**src/rtl/audio_serial_engine.sv**
```systemverilog
module audio_serial_engine (
  input  logic        clk,
  input  logic        rst_n,
  input  logic        en_all,
  input  logic        tx_en,
  input  logic        rx_en,
  input  logic        slave_mode,
  input  logic        fmt_msbj,
  input  logic [1:0]  width_sel,
  input  logic        mute,
  input  logic        mono,
  input  logic        zc_en_left,
  input  logic        zc_en_right,
  input  logic        zc_clr_left,
  input  logic        zc_clr_right,
  input  logic        bclk_tick,
  input  logic        bclk_i,
  input  logic        lrclk_i,
  input  logic        sd_i,
  output logic        bclk_o,
  output logic        lrclk_o,
  output logic        sd_o,
  input  logic [31:0] tx_data,
  input  logic        tx_empty,
  output logic        tx_pop,
  output logic        tx_underflow,
  output logic [31:0] rx_data,
  output logic        rx_right,
  output logic        rx_push,
  output logic        tx_right,
  output logic        tx_busy,
  output logic        zc_left,
  output logic        zc_right
);

  function automatic logic [31:0] low_mask(input logic [1:0] w);
    case (w)
      2'd0:    low_mask = 32'h0000_00FF;
      2'd1:    low_mask = 32'h0000_FFFF;
      2'd2:    low_mask = 32'h00FF_FFFF;
      default: low_mask = 32'hFFFF_FFFF;
    endcase
  endfunction

  logic       bclk_q, lr_cur, bclk_prev;
  logic [4:0] bcnt;
  logic [1:0] bsync, lsync, dsync;

  wire run_tx = en_all & tx_en;
  wire run_rx = en_all & rx_en;

  // slave-side synchronisers
  always_ff @(posedge clk or negedge rst_n)
    if (!rst_n) begin
      bsync <= '0; lsync <= '0; dsync <= '0; bclk_prev <= 1'b0;
    end else begin
      bsync <= {bsync[0], bclk_i};
      lsync <= {lsync[0], lrclk_i};
      dsync <= {dsync[0], sd_i};
      bclk_prev <= bsync[1];
    end

  wire s_rise  = bsync[1] & ~bclk_prev;
  wire s_fall  = ~bsync[1] & bclk_prev;
  wire m_rise  = bclk_tick & ~bclk_q;
  wire m_fall  = bclk_tick & bclk_q;
  wire rise_ev = en_all & (slave_mode ? s_rise : m_rise);
  wire fall_ev = en_all & (slave_mode ? s_fall : m_fall);

  wire lr_next    = slave_mode ? lsync[1] : ((bcnt == 5'd31) ? ~lr_cur : lr_cur);
  wire slot_start = fall_ev & (lr_next != lr_cur);

  // master clock generation and frame position
  always_ff @(posedge clk or negedge rst_n)
    if (!rst_n) begin
      bclk_q <= 1'b0; bcnt <= 5'd31; lr_cur <= 1'b1;
    end else if (!en_all) begin
      bclk_q <= 1'b0; bcnt <= 5'd31; lr_cur <= 1'b1;
    end else begin
      if (slave_mode)     bclk_q <= 1'b0;
      else if (bclk_tick) bclk_q <= ~bclk_q;
      if (fall_ev) begin
        bcnt   <= bcnt + 5'd1;
        lr_cur <= lr_next;
      end
    end

  assign bclk_o  = bclk_q;
  assign lrclk_o = en_all & ~slave_mode & lr_cur;

  // transmit path
  wire [31:0] wmask   = low_mask(width_sel);
  wire [4:0]  pad     = {~width_sel, 3'b000};
  wire [31:0] sample  = (mute | tx_empty) ? 32'd0 : (tx_data & wmask);
  wire [31:0] aligned = sample << pad;
  wire        load    = slot_start & run_tx;

  assign tx_pop       = load & ~tx_empty;
  assign tx_underflow = load & tx_empty;

  logic [31:0] shreg;
  logic        tail, psign_l, psign_r;
  wire         cur_bit = load ? aligned[31] : shreg[31];

  always_ff @(posedge clk or negedge rst_n)
    if (!rst_n) begin
      shreg <= '0; tail <= 1'b0; sd_o <= 1'b0; tx_right <= 1'b0; tx_busy <= 1'b0;
    end else if (!run_tx) begin
      shreg <= '0; tail <= 1'b0; sd_o <= 1'b0; tx_busy <= 1'b0;
    end else if (fall_ev) begin
      shreg <= load ? (aligned << 1) : (shreg << 1);
      tail  <= cur_bit;
      sd_o  <= fmt_msbj ? cur_bit : tail;
      if (load) begin
        tx_right <= lr_next;
        tx_busy  <= ~tx_empty;
      end
    end

  // zero-cross detection on the sent samples
  wire new_sign = aligned[31];
  wire is_zero  = (aligned == 32'd0);
  wire hit_l = load & ~lr_next & zc_en_left  & ((new_sign != psign_l) | is_zero);
  wire hit_r = load &  lr_next & zc_en_right & ((new_sign != psign_r) | is_zero);

  always_ff @(posedge clk or negedge rst_n)
    if (!rst_n) begin
      psign_l <= 1'b0; psign_r <= 1'b0; zc_left <= 1'b0; zc_right <= 1'b0;
    end else begin
      if (load && !lr_next) psign_l <= new_sign;
      if (load &&  lr_next) psign_r <= new_sign;
      zc_left  <= hit_l | (zc_left  & ~zc_clr_left);
      zc_right <= hit_r | (zc_right & ~zc_clr_right);
    end

  // receive path
  logic [31:0] acc;
  logic        rx_lr, armed;
  wire         rx_bit    = slave_mode ? dsync[1] : sd_i;
  wire         rx_bound  = rise_ev & (lr_cur != rx_lr);
  wire [31:0]  acc_in    = {acc[30:0], rx_bit};
  wire [31:0]  done_word = fmt_msbj ? acc : acc_in;

  always_ff @(posedge clk or negedge rst_n)
    if (!rst_n) begin
      acc <= '0; rx_lr <= 1'b1; armed <= 1'b0;
      rx_push <= 1'b0; rx_data <= '0; rx_right <= 1'b0;
    end else if (!run_rx) begin
      acc <= '0; rx_lr <= 1'b1; armed <= 1'b0; rx_push <= 1'b0;
    end else begin
      rx_push <= 1'b0;
      if (rise_ev) begin
        acc   <= acc_in;
        rx_lr <= lr_cur;
      end
      if (rx_bound) begin
        armed <= 1'b1;
        if (armed && (!mono || rx_lr)) begin
          rx_push  <= 1'b1;
          rx_data  <= done_word >> pad;
          rx_right <= rx_lr;
        end
      end
    end

  assert_busy_after_pop_R8: assert property (@(posedge clk) disable iff (!rst_n)
    $rose(tx_busy) |-> $past(tx_pop));
  assert_slave_clock_quiet_R3: assert property (@(posedge clk) disable iff (!rst_n)
    (slave_mode && $past(slave_mode)) |-> !bclk_o);
  assert_mono_right_only_R5: assert property (@(posedge clk) disable iff (!rst_n)
    (rx_push && mono && $past(mono)) |-> rx_right);
  assert_zc_left_enabled_R6: assert property (@(posedge clk) disable iff (!rst_n)
    $rose(zc_left) |-> $past(zc_en_left));
  assert_zc_right_enabled_R6: assert property (@(posedge clk) disable iff (!rst_n)
    $rose(zc_right) |-> $past(zc_en_right));
  assert_data_on_fall_R11: assert property (@(posedge clk) disable iff (!rst_n)
    (!$stable(sd_o) && $past(run_tx) && !$past(slave_mode)) |-> $fell(bclk_o));
  assert_halt_no_pop_R9: assert property (@(posedge clk) disable iff (!rst_n)
    !en_all |-> !tx_pop);

endmodule

```
**config.mk**
```make
export PLATFORM = sky130hd
export DESIGN_NAME = audio_serial_engine
export DESIGN_NICKNAME = d
export VERILOG_FILES = /design/src/rtl/audio_serial_engine.sv
export SDC_FILE = /design/constraint.sdc
export NUM_CORES = 1
export LEC_CHECK = 0
export BUFFER_PORTS_ARGS = -buffer_cell sky130_fd_sc_hd__clkbuf_2
export CAP_MARGIN = 40
export CORE_MARGIN = 4
export CORE_UTILIZATION = 50
export DETAILED_ROUTE_END_ITERATION = 12
export GPL_ROUTABILITY_DRIVEN = 0
export PLACE_DENSITY = 0.76
export REMOVE_ABC_BUFFERS = 1
export SLEW_MARGIN = 20
export SYNTH_ARGS = -nofsm -noshare
export SYNTH_HDL_FRONTEND = slang
export SYNTH_SLANG_ARGS = --single-unit
```
**constraint.sdc**
```tcl
create_clock -name clk -period 5.3 [get_ports clk]
set_clock_uncertainty 0.15 [all_clocks]
set_input_delay 0.265 -clock clk [delete_from_list [all_inputs] [get_ports clk]]
set_output_delay 0.265 -clock clk [all_outputs]
set_load 0.005 [all_outputs]
```
==> results.py, run 1 <==
metrics = {
    "worst_setup_path": {
        "cp_slowest_stage_delay_ns": 0.61,
        "critPathRequiredTime_ns": 4.89,
        "path_max_fanout": 22,
        "end_kind": "output pin",
        "r2r-start": "bcnt[0]",
        "slowest_stage": "a21o_1",
        "critical-path-top-delay-family": "compound AO/OA/AOI/OAI gates",
        "cp-endpoint": "tx_pop",
        "startpoint_type": "flop",
        "worst-path-buf-inv": 1,
        "crit_path_frequent_cell": "ha_1",
        "worstSetupStartpoint": "bcnt[0]",
        "rr_endpoint": "shreg[9]",
        "rrSetupSlack_ns": 2.59,
        "ff2ff_path_depth": 8,
        "crit_type": "reg2out",
        "arrival_ns": 2.46,
        "critical_path_depth": 7,
        "crit_path_cell_trace": "ha_1 -> and3_1 -> ha_1 -> nor2_1 -> a21o_1 -> nor3_1 -> clkbuf_2",
    },
    "place": {
        "dp_worst_setup_slack_ns": 2.22,
        "portBuffers": 94,
        "dpl.hpwl_mm": 12.0,
    },
    "yosys": {
        "yosys_warnings": 0,
        "synth_cell_types": 60,
        "yosys.area_share.simple": 0.183,
        "synth_top_area_share": 0.432,
        "async_reset_ff_frac": 1.00,
        "synth_top_area_cell": "dfrtp_1",
        "synth_ff_type": "dfrtp_1",
        "synth_area_leaders": "dfrtp_1 (43%), nand2_1 (8.6%), mux2i_1 (7.9%)",
        "synth_compound_area_frac": 0.167,
        "syn_inst": 726,
        "synth_area_per_cell_sq_um": 9.09,
        "synth-xor-area-share": 0.0119,
        "seq_area_frac_synth": 0.460,
        "synth_edf_count": 0,
        "synth-seq-cells": 121,
        "synth_fa_ha_area_frac": 0.00379,
        "synth_top_family_by_area": "simple AND/OR/NAND/NOR gates",
        "netlist_area_sq_um": 6600,
        "synth.area.mux_share": 0.127,
    },
    "sta": {
        "timing.fmax_mhz": 348,
        "setup_ws_ns": 2.42,
        "fin_tns_setup_ns": 0,
        "holdWs_ns": 0.0187,
        "worst_pin_slew_ns": 0.806,
        "hold_violations": 0,
        "rsz0062_at_grt": "no",
        "drv_slew": 0,
        "setup_viol": 0,
        "layout_min_cycle_time_ns": 2.88,
        "period_share": 0.543,
        "slew_headroom": 0.462,
    },
    "floorplan": {
        "die_w_um": 123,
        "die_h_um": 123,
        "core_sq_um": 12800,
        "die_area_sq_um": 15100,
        "initial_utilization": 0.516,
        "row_count": 41,
        "io_pins": 95,
    },
    "layout": {
        "layout_commonest_cell": "nand2_1",
        "n_fill_cell": 1044,
        "layout_common_cells": "nand2_1 (152), dfrtp_1 (114), clkbuf_2 (92)",
        "seq_area_sq_um": 3040,
        "area_growth_pct": 19.7,
        "drive_gt1_frac": 0.217,
        "multiInputGateArea_sq_um": 3280,
        "antennaDiodeCount": 0,
        "final_nets": 855,
    },
    "clock_tree": {
        "cts.sinks": 121,
        "htreeDepth": 4,
        "cts_setup_buffers": 0,
        "root_buffer": "clkbuf_16",
        "numCtsBuffers": 17,
        "cts_tree": "done",
        "post_cts_resize_count": 0,
        "path_clk_slew_ns": 0.06,
        "clock_latency_ns": 0.42,
        "cts_buffer_depth": 2,
    },
    "worst_hold_path": {
        "holdPathStages": 3,
        "hold_class": "in2reg",
    },
    "drt": {
        "drt_first_iter_violations": 723,
        "drcViolationCount": 0,
        "antenna_left": 0,
        "drt_first_pass_iters": 5,
        "avgViaCountPerCell": 6.01,
        "routed_wl_mm": 17.7,
        "num_vias": 5927,
        "wire_per_inst_um": 18.0,
    },
    "flow_run": {
        "maxCapViolCount": 0,
    },
    "global_routing": {
        "grt_use_total": 0.244,
        "grt_pass1_wl_mm": 28.7,
        "grt_pass1_vias": 5611,
        "antenna_found_initial": 0,
        "grt_max_degree": 67,
        "grt_overflow_total": 0,
    },
    "status": {
        "status": "finished clean",
    },
    "power_and_ir_drop": {
        "power_mw": 2.48,
        "powerDensity_nw_per_um2": 314,
        "vdd_drop_max_mv": 0.213,
        "leakage_nw": 3.56,
    },
}
==> stage by stage <==
| stage | cells | util | cell area [sq um] |
|---|---|---|---|
| after floorplan | 669 | - | 6310 |
| after global placement | 941 | 0.552 | 7060 |
| after detailed placement | 946 | 0.560 | 7150 |
| after CTS | 983 | 0.615 | 7850 |
| after global routing | 986 | 0.618 | 7900 |
| final | 986 | 0.618 | 7900 |
==> what timing repair did <==
action                     4_1_cts  5_1_grt
hold endpoints to repair        68        0
setup endpoints to repair        0        0
hold buffers                     5        0
==> synth_stat cells (5+ instances only) <==
cell / n
nand2_1: 152
mux2_2: 21
o31ai_1: 6
clkbuf_1: 26
a32oi_1: 8
o21ai_1: 16
nor2b_1: 6
dfrtp_1: 114
nor2_1: 38
nor3_1: 10
buf_2: 19
dfstp_2: 7
and3_1: 10
o21ai_0: 47
nor4_1: 8
xor2_1: 5
nand3_1: 14
buf_4: 5
nand2b_1: 6
a21oi_1: 73
mux2i_1: 52
a211oi_1: 6
nand4_1: 8
==> how the worst min path moves through the flow <==
stage | start | endpoint | slack [ns]
final | tx_empty | tx_busy | 0.02
after global routing | tx_empty | tx_busy | 0.03
after CTS | tx_empty | tx_busy | 0.008
after detailed placement | lsync[0] | lsync[1] | 0.19
after global placement | bsync[0] | bsync[1] | 0.18
after floorplan | rst_n | acc[0] | -0.18
==> worst reg2reg max path, delay by kind of cell (launching register included) <==
| kind | cells | cell delay [ns] |
|---|---|---|
| AO/OA/AOI/OAI | 2 | 0.70 |
| AND/OR/NAND/NOR | 3 | 0.69 |
| adder cells (fa/ha/maj) | 2 | 0.40 |
| flip-flops | 1 | 0.38 |
| multiplexers | 1 | 0.28 |
==> cell type report <==
class,instances,share of cell area
clock buffer,21,0.0609
clock inverter,11,0.0212
inverter,3,0.00143
multi-input combinational,545,0.415
sequential,121,0.385
tap,172,0.0273
timing repair buffer,113,0.0897
==> report_power, final <==
| part | internal [mW] | total (mW) | switching (mW) |
|---|---|---|---|
| logic | 0.0936 | 0.265 | 0.171 |
| registers | 0.944 | 0.959 | 0.0146 |
| clock network | 0.835 | 1.25 | 0.420 |
==> cells by family after synthesis <==
| kind of cell | Yosys count |
|---|---|
| adders and majority gates | 2 |
| and+or+nand+nor | 271 |
| AOI/OAI and AO/OA | 186 |
| xor gates and xnor gates | 9 |
| buffers and inverters | 60 |
| muxes | 77 |
| DFF | 121 |
==> state kept, by name, summed over array words and instances, names as in the netlist <==
| name | flops |
|---|---|
| bsync | 2 |
| tx_busy | 1 |
| acc | 32 |
| armed | 1 |
| bclk_prev | 1 |
| rx_lr | 1 |
| shreg | 31 |
| lr_cur | 1 |
| zc_right | 1 |
| rx_right | 1 |
| psign_l | 1 |
| tx_right | 1 |
| rx_push | 1 |
| sd_o | 1 |
| tail | 1 |
| psign_r | 1 |
| bclk_o | 1 |
| bcnt | 5 |
| rx_data | 32 |
| dsync | 2 |
| lsync | 2 |
| zc_left | 1 |
==> routing by layer <==
metal	share of wire	track usage	wire (um)
met3	0.081	0.0479	1440
met5	0	0	0
met1	0.43	0.342	7660
met4	0.022	0.101	388
met2	0.46	0.372	8240
Note: power is estimated with default switching activity, not from simulation.
==> run 2: changes to the inputs <==
- clock period: 5.3 -> 2.96 ns (I/O delays scaled with it)
==> run 2 against run 1 <==
Effect of this change: utilization grew 0.84 points; first-iteration DRC count is 7.9% lower; register-to-register slack worse by 2.4 ns; routed wire length grew 1.8%; clock-buffer cell count is 1 lower; sequential share of layout area is 0.52 points lower; total power increased by 77%; critical path depth up 2; design area rose by 1.4%; via count up 0.29%; cell count is 2.0% higher; die area did not move.
==> results.py, run 2 (same netlist as run 1, synthesis figures left out) <==
metrics = {
    "sta": {
        "rsz0062_at_grt": "no",
        "layout_min_cycle_time_ns": 2.74,
        "hold_violations": 0,
        "setup_viol": 0,
        "period_share": 0.926,
        "timing.fmax_mhz": 365,
        "fin_tns_setup_ns": 0,
        "drv_slew": 0,
        "worst_pin_slew_ns": 0.708,
        "slew_headroom": 0.528,
        "setup_ws_ns": 0.219,
    },
    "worst_setup_path": {
        "crit_path_cell_trace": "ha_1 -> and3_1 -> ha_1 -> xnor2_1 -> o21ai_1 -> nor3_2 -> a21oi_1 -> o21ai_0 -> dlygate4sd3_1",
        "critical-path-top-delay-family": "compound AO/OA/AOI/OAI gates",
        "rrSetupSlack_ns": 0.22,
        "critPathRequiredTime_ns": 3.11,
        "arrival_ns": 2.89,
        "rr_endpoint": "zc_left",
        "slowest_stage": "dlygate4sd3_1",
        "path_max_fanout": 7,
        "end_kind": "flop",
        "cp_slowest_stage_delay_ns": 0.56,
        "worst-path-buf-inv": 1,
        "startpoint_type": "flop",
        "r2r-start": "bcnt[0]",
        "crit_path_frequent_cell": "ha_1",
        "crit_type": "reg2reg",
        "ff2ff_path_depth": 9,
    },
    "drt": {
        "routed_wl_mm": 18.0,
        "drt_first_iter_violations": 666,
        "drt_first_pass_iters": 5,
        "drcViolationCount": 0,
        "num_vias": 5944,
        "antenna_left": 0,
        "wire_per_inst_um": 17.9,
        "avgViaCountPerCell": 5.91,
    },
    "floorplan": {
        "initial_utilization": 0.516,
        "core_sq_um": 12800,
        "io_pins": 95,
        "die_h_um": 123,
        "row_count": 41,
        "die_area_sq_um": 15100,
        "die_w_um": 123,
    },
    "power_and_ir_drop": {
        "vdd_drop_max_mv": 0.372,
        "powerDensity_nw_per_um2": 549,
        "leakage_nw": 3.62,
    },
    "layout": {
        "n_fill_cell": 1053,
        "final_nets": 874,
        "postLayoutCoreUtil": 0.627,
        "drive_gt1_frac": 0.223,
        "layout_common_cells": "nand2_1 (152), dfrtp_1 (114), clkbuf_2 (92)",
        "area_growth_pct": 21.3,
        "layout_commonest_cell": "nand2_1",
        "largestRegisters": "acc: 32 flops, rx_data: 32 flops, shreg: 31 flops",
    },
    "global_routing": {
        "grt_max_degree": 60,
        "grt_pass1_wl_mm": 29.1,
        "gr-usage-met3": 0.0668,
        "antenna_found_initial": 1,
        "grt_use_total": 0.247,
        "met1_usage": 0.345,
        "grt_overflow_total": 0,
        "grt_pass1_vias": 5727,
        "busiest_layer": "met2",
        "met2_usage": 0.373,
    },
    "status": {
        "status": "finished clean",
    },
    "clock_tree": {
        "htreeDepth": 4,
        "path_clk_slew_ns": 0.05,
        "numCtsBuffers": 17,
        "cts_buffer_depth": 2,
        "root_buffer": "clkbuf_16",
        "cts_setup_buffers": 0,
        "cts_tree": "done",
        "cts.sinks": 121,
        "clock_latency_ns": 0.42,
    },
    "place": {
        "dpl.hpwl_mm": 12.5,
        "portBuffers": 94,
        "dp_worst_setup_slack_ns": 0.355,
    },
    "worst_hold_path": {
        "whs_endpoint": "zc_right",
        "holdPathStages": 4,
        "min_from": "zc_en_right",
        "hold_class": "in2reg",
    },
    "flow_run": {
        "maxCapViolCount": 0,
    },
}
## run 2: cell types whose count changed in the layout (fill, tap and decap cells not counted)
| cell | previous run | this run |
|---|---|---|
| buf_4 | 9 | 22 |
| dlygate4sd3_1 | 5 | 15 |
| buf_16 | 3 | 1 |
| clkbuf_8 | 4 | 2 |
| clkinv_4 | 2 | 0 |
| buf_8 | 1 | 0 |
| clkbuf_1 | 0 | 1 |
| clkbuf_4 | 1 | 0 |
| clkinv_2 | 3 | 4 |
| clkinvlp_4 | 2 | 3 |
| diode_2 | 0 | 1 |
| inv_6 | 0 | 1 |
| nor3_1 | 10 | 9 |
| nor3_2 | 0 | 1 |
## run 2: through the flow
stage	total power, mW	std cells	area (sq um)	hold WS, ns
6_report	4.39	1006	8000	0.0267
5_1_grt	4.56	1006	8000	0.0596
4_1_cts	4.41	1004	7990	0.00904
3_5_place_dp	2.20	957	7210	0.0436
3_3_place_gp	2.18	956	7180	0.0359
2_1_floorplan	1.96	669	6310	-0.298
## run 2: routing by layer
layer  vias to the layer above  share of wire
met1                      2872           0.43
met4                         0          0.019
met5                         -              0
met3                        33          0.079
li1                       2770              -
met2                       269           0.47
## run 2: repair_timing
action | in CTS | in global routing
setup endpoints to repair | 0 | 1
hold buffers | 15 | 0
resized for setup | 0 | 1
hold endpoints to repair | 58 | 0
## run 2: worst reg2reg max path, cell delays in order, from the launching register on
cell	delay, ns
dfstp_2	0.55
ha_1	0.17
and3_1	0.16
ha_1	0.18
xnor2_1	0.08
o21ai_1	0.40
nor3_2	0.13
a21oi_1	0.16
o21ai_0	0.09
dlygate4sd3_1	0.56
## run 2: layout make-up
type,instances,area (sq um),share of cell area
antenna,1,2.50,0.000313
clock buffer,20,457,0.0571
tap,172,215,0.0269
timing repair buffer,132,828,0.104
sequential,121,3040,0.379
inverter,3,11.3,0.00141
clock inverter,12,171,0.0214
multi-input combinational,545,3280,0.410
## run 2: worst max path at each step
stage	from	to	slack, ns	cells past startpoint
floorplan	bclk_o	rx_right	-0.96	4
global placement	bcnt[0]	shreg[29]	0.48	8
detailed placement	bcnt[0]	shreg[29]	0.36	8
CTS	bcnt[0]	zc_left	0.15	9
global route	bcnt[0]	zc_left	0.06	9
finish	bcnt[0]	zc_left	0.22	9
## run 2: where the power goes
part           switching (mW)  internal [mW]  total (mW)  leakage, nW
clock                   0.745           1.45        2.19        0.302
sequential             0.0248           1.69        1.72         1.64
combinational           0.307          0.177       0.484         1.67
==> run 3: changes to the inputs <==
- HOLD_SLACK_MARGIN: unset -> 0.03
==> run 3 against run 2 <==
Effect of this change: routed wire length decreased by 0.16%; cell count rose by 0.20%; via count rose by 0.12%; worst setup slack worse by 0.026 ns; clock power is essentially flat; register-to-register slack got worse by 0.03 ns; clock-buffer cell count stayed put; sequential share of layout area shrank 0.095 points; combinational power barely moved; total power about the same; largest cell class unchanged.
==> results.py, run 3 (same netlist as run 1, synthesis figures left out) <==
metrics = {
    "status": {
        "status": "finished clean",
    },
    "worst_setup_path": {
        "startpoint_type": "flop",
        "r2r-start": "bcnt[0]",
        "arrival_ns": 2.96,
        "rr_endpoint": "zc_right",
        "end_kind": "flop",
        "crit_type": "reg2reg",
        "path_max_fanout": 7,
        "critPathRequiredTime_ns": 3.15,
        "ff2ff_path_depth": 9,
        "rrSetupSlack_ns": 0.19,
    },
    "layout": {
        "multiInputGateArea_sq_um": 3280,
        "fin_area_sq_um": 8020,
        "layout_commonest_cell": "nand2_1",
        "drive_gt1_frac": 0.223,
        "largestRegisters": "acc: 32 flops, rx_data: 32 flops, shreg: 31 flops",
        "n_fill_cell": 1048,
        "area_growth_pct": 21.6,
        "final_nets": 876,
        "layout_common_cells": "nand2_1 (152), dfrtp_1 (114), clkbuf_2 (92)",
        "seq_area_sq_um": 3040,
        "postLayoutCoreUtil": 0.628,
    },
    "floorplan": {
        "core_sq_um": 12800,
        "die_area_sq_um": 15100,
        "row_count": 41,
        "initial_utilization": 0.516,
        "io_pins": 95,
        "die_w_um": 123,
        "die_h_um": 123,
    },
    "flow_run": {
        "maxCapViolCount": 0,
    },
    "power_and_ir_drop": {
        "vdd_drop_max_mv": 0.375,
        "power_switching_mw": 1.08,
        "powerDensity_nw_per_um2": 548,
        "sw_frac_of_total": 0.245,
        "power_frac_clock": 0.500,
        "power_frac_comb": 0.110,
        "leakage_nw": 3.62,
        "p_int_mw": 3.32,
        "seqPwrFrac": 0.390,
    },
    "clock_tree": {
        "clock_latency_ns": 0.42,
        "cts_buffer_depth": 2,
        "cts.sinks": 121,
        "htreeDepth": 4,
        "cts_tree": "done",
        "path_clk_slew_ns": 0.05,
        "numCtsBuffers": 17,
        "root_buffer": "clkbuf_16",
    },
    "sta": {
        "period_share": 0.935,
        "slew_headroom": 0.529,
        "layout_min_cycle_time_ns": 2.77,
        "rsz0062_at_grt": "no",
        "hold_violations": 0,
        "drv_slew": 0,
        "timing.fmax_mhz": 361,
        "setup_viol": 0,
        "worst_pin_slew_ns": 0.707,
    },
    "drt": {
        "drt_first_pass_iters": 7,
        "drcViolationCount": 0,
        "routed_wl_mm": 18.0,
        "antenna_left": 0,
        "avgViaCountPerCell": 5.90,
        "num_vias": 5951,
        "drt_first_iter_violations": 683,
        "wire_per_inst_um": 17.9,
    },
    "worst_hold_path": {
        "hold_class": "in2reg",
        "whs_endpoint": "shreg[15]",
        "holdPathStages": 4,
        "min_from": "tx_data[14]",
    },
    "place": {
        "placed_area_sq_um": 7210,
        "portBuffers": 94,
        "dpl.hpwl_mm": 12.5,
    },
    "global_routing": {
        "antenna_found_initial": 1,
        "grt_pass1_vias": 5725,
        "grt_max_degree": 60,
        "grt_pass1_wl_mm": 29.2,
        "grt_overflow_total": 0,
        "grt_use_total": 0.248,
    },
}
-- run 3: cell count changes in the layout (fill, tap and decap cells not counted) --
cell | previous run | this run
dlygate4sd3_1 | 15 | 17
-- run 3: critical path, stage by stage, from the launching register on --
cell and delay, ns:
dfstp_2 0.55, ha_1 0.17, and3_1 0.16, ha_1 0.18, xnor2_1 0.08, o21ai_1 0.40
and4_1 0.29, a21oi_1 0.08, dlygate4sd3_1 0.57, o21ai_0 0.07
-- run 3: what timing repair did --
action | CTS | global route
endpoints found under the hold margin | 58 | 0
hold buffers | 17 | 0
setup buffers | 0 | 0
endpoints found under the setup margin | 0 | 1
gates resized for setup | 0 | 1
-- run 3: power groups by stage --
stage | logic (mW) | registers, mW | clock network (mW)
6_report | 0.483 | 1.71 | 2.20
5_1_grt | 0.530 | 1.72 | 2.31
4_1_cts | 0.476 | 1.71 | 2.22
3_5_place_dp | 0.457 | 1.74 | 0
3_3_place_gp | 0.443 | 1.74 | 0
2_1_floorplan | 0.220 | 1.74 | 0
-- run 3: worst max-delay path by stage --
| stage | from | end | slack, ns | cells past startpoint |
|---|---|---|---|---|
| 4_1_cts | bcnt[0] | zc_left | 0.15 | 9 |
| 3_5_place_dp | bcnt[0] | shreg[29] | 0.36 | 8 |
| 5_1_grt | bcnt[0] | zc_right | 0.04 | 9 |
| 2_1_floorplan | bclk_o | rx_right | -0.96 | 4 |
| 3_3_place_gp | bcnt[0] | shreg[29] | 0.48 | 8 |
| 6_report | bcnt[0] | zc_right | 0.19 | 9 |
-- run 3: stage by stage --
| stage | hold slack [ns] | setup slack [ns] | total power [mW] | TNS, ns | std cells |
|---|---|---|---|---|---|
| final | 0.0799 | 0.193 | 4.39 | 0 | 1008 |
| after global routing | 0.108 | 0.0441 | 4.56 | 0 | 1008 |
| after CTS | 0.0629 | 0.148 | 4.41 | 0 | 1006 |
| after detailed placement | 0.0436 | 0.355 | 2.20 | 0 | 957 |
| after global placement | 0.0359 | 0.478 | 2.18 | 0 | 956 |
| after floorplan | -0.298 | -0.962 | 1.96 | -25.90 | 669 |
-- run 3: layout make-up --
class / count / share of cell area
diodes: 1 / 0.000312
clock buffers: 20 / 0.0569
clock inverters: 12 / 0.0214
inverters: 3 / 0.00140
multi-input cells: 545 / 0.409
flip-flops and latches: 121 / 0.379
well taps: 172 / 0.0268
repair buffers: 134 / 0.106
-- run 3: per-layer routing --
metal / track usage / routed length [um] / up-vias
li1: - / - / 2773
met1: 0.347 / 7670 / 2880
met2: 0.374 / 8490 / 258
met3: 0.0668 / 1440 / 40
met4: 0.0833 / 411 / 0
met5: 0 / 0 / -
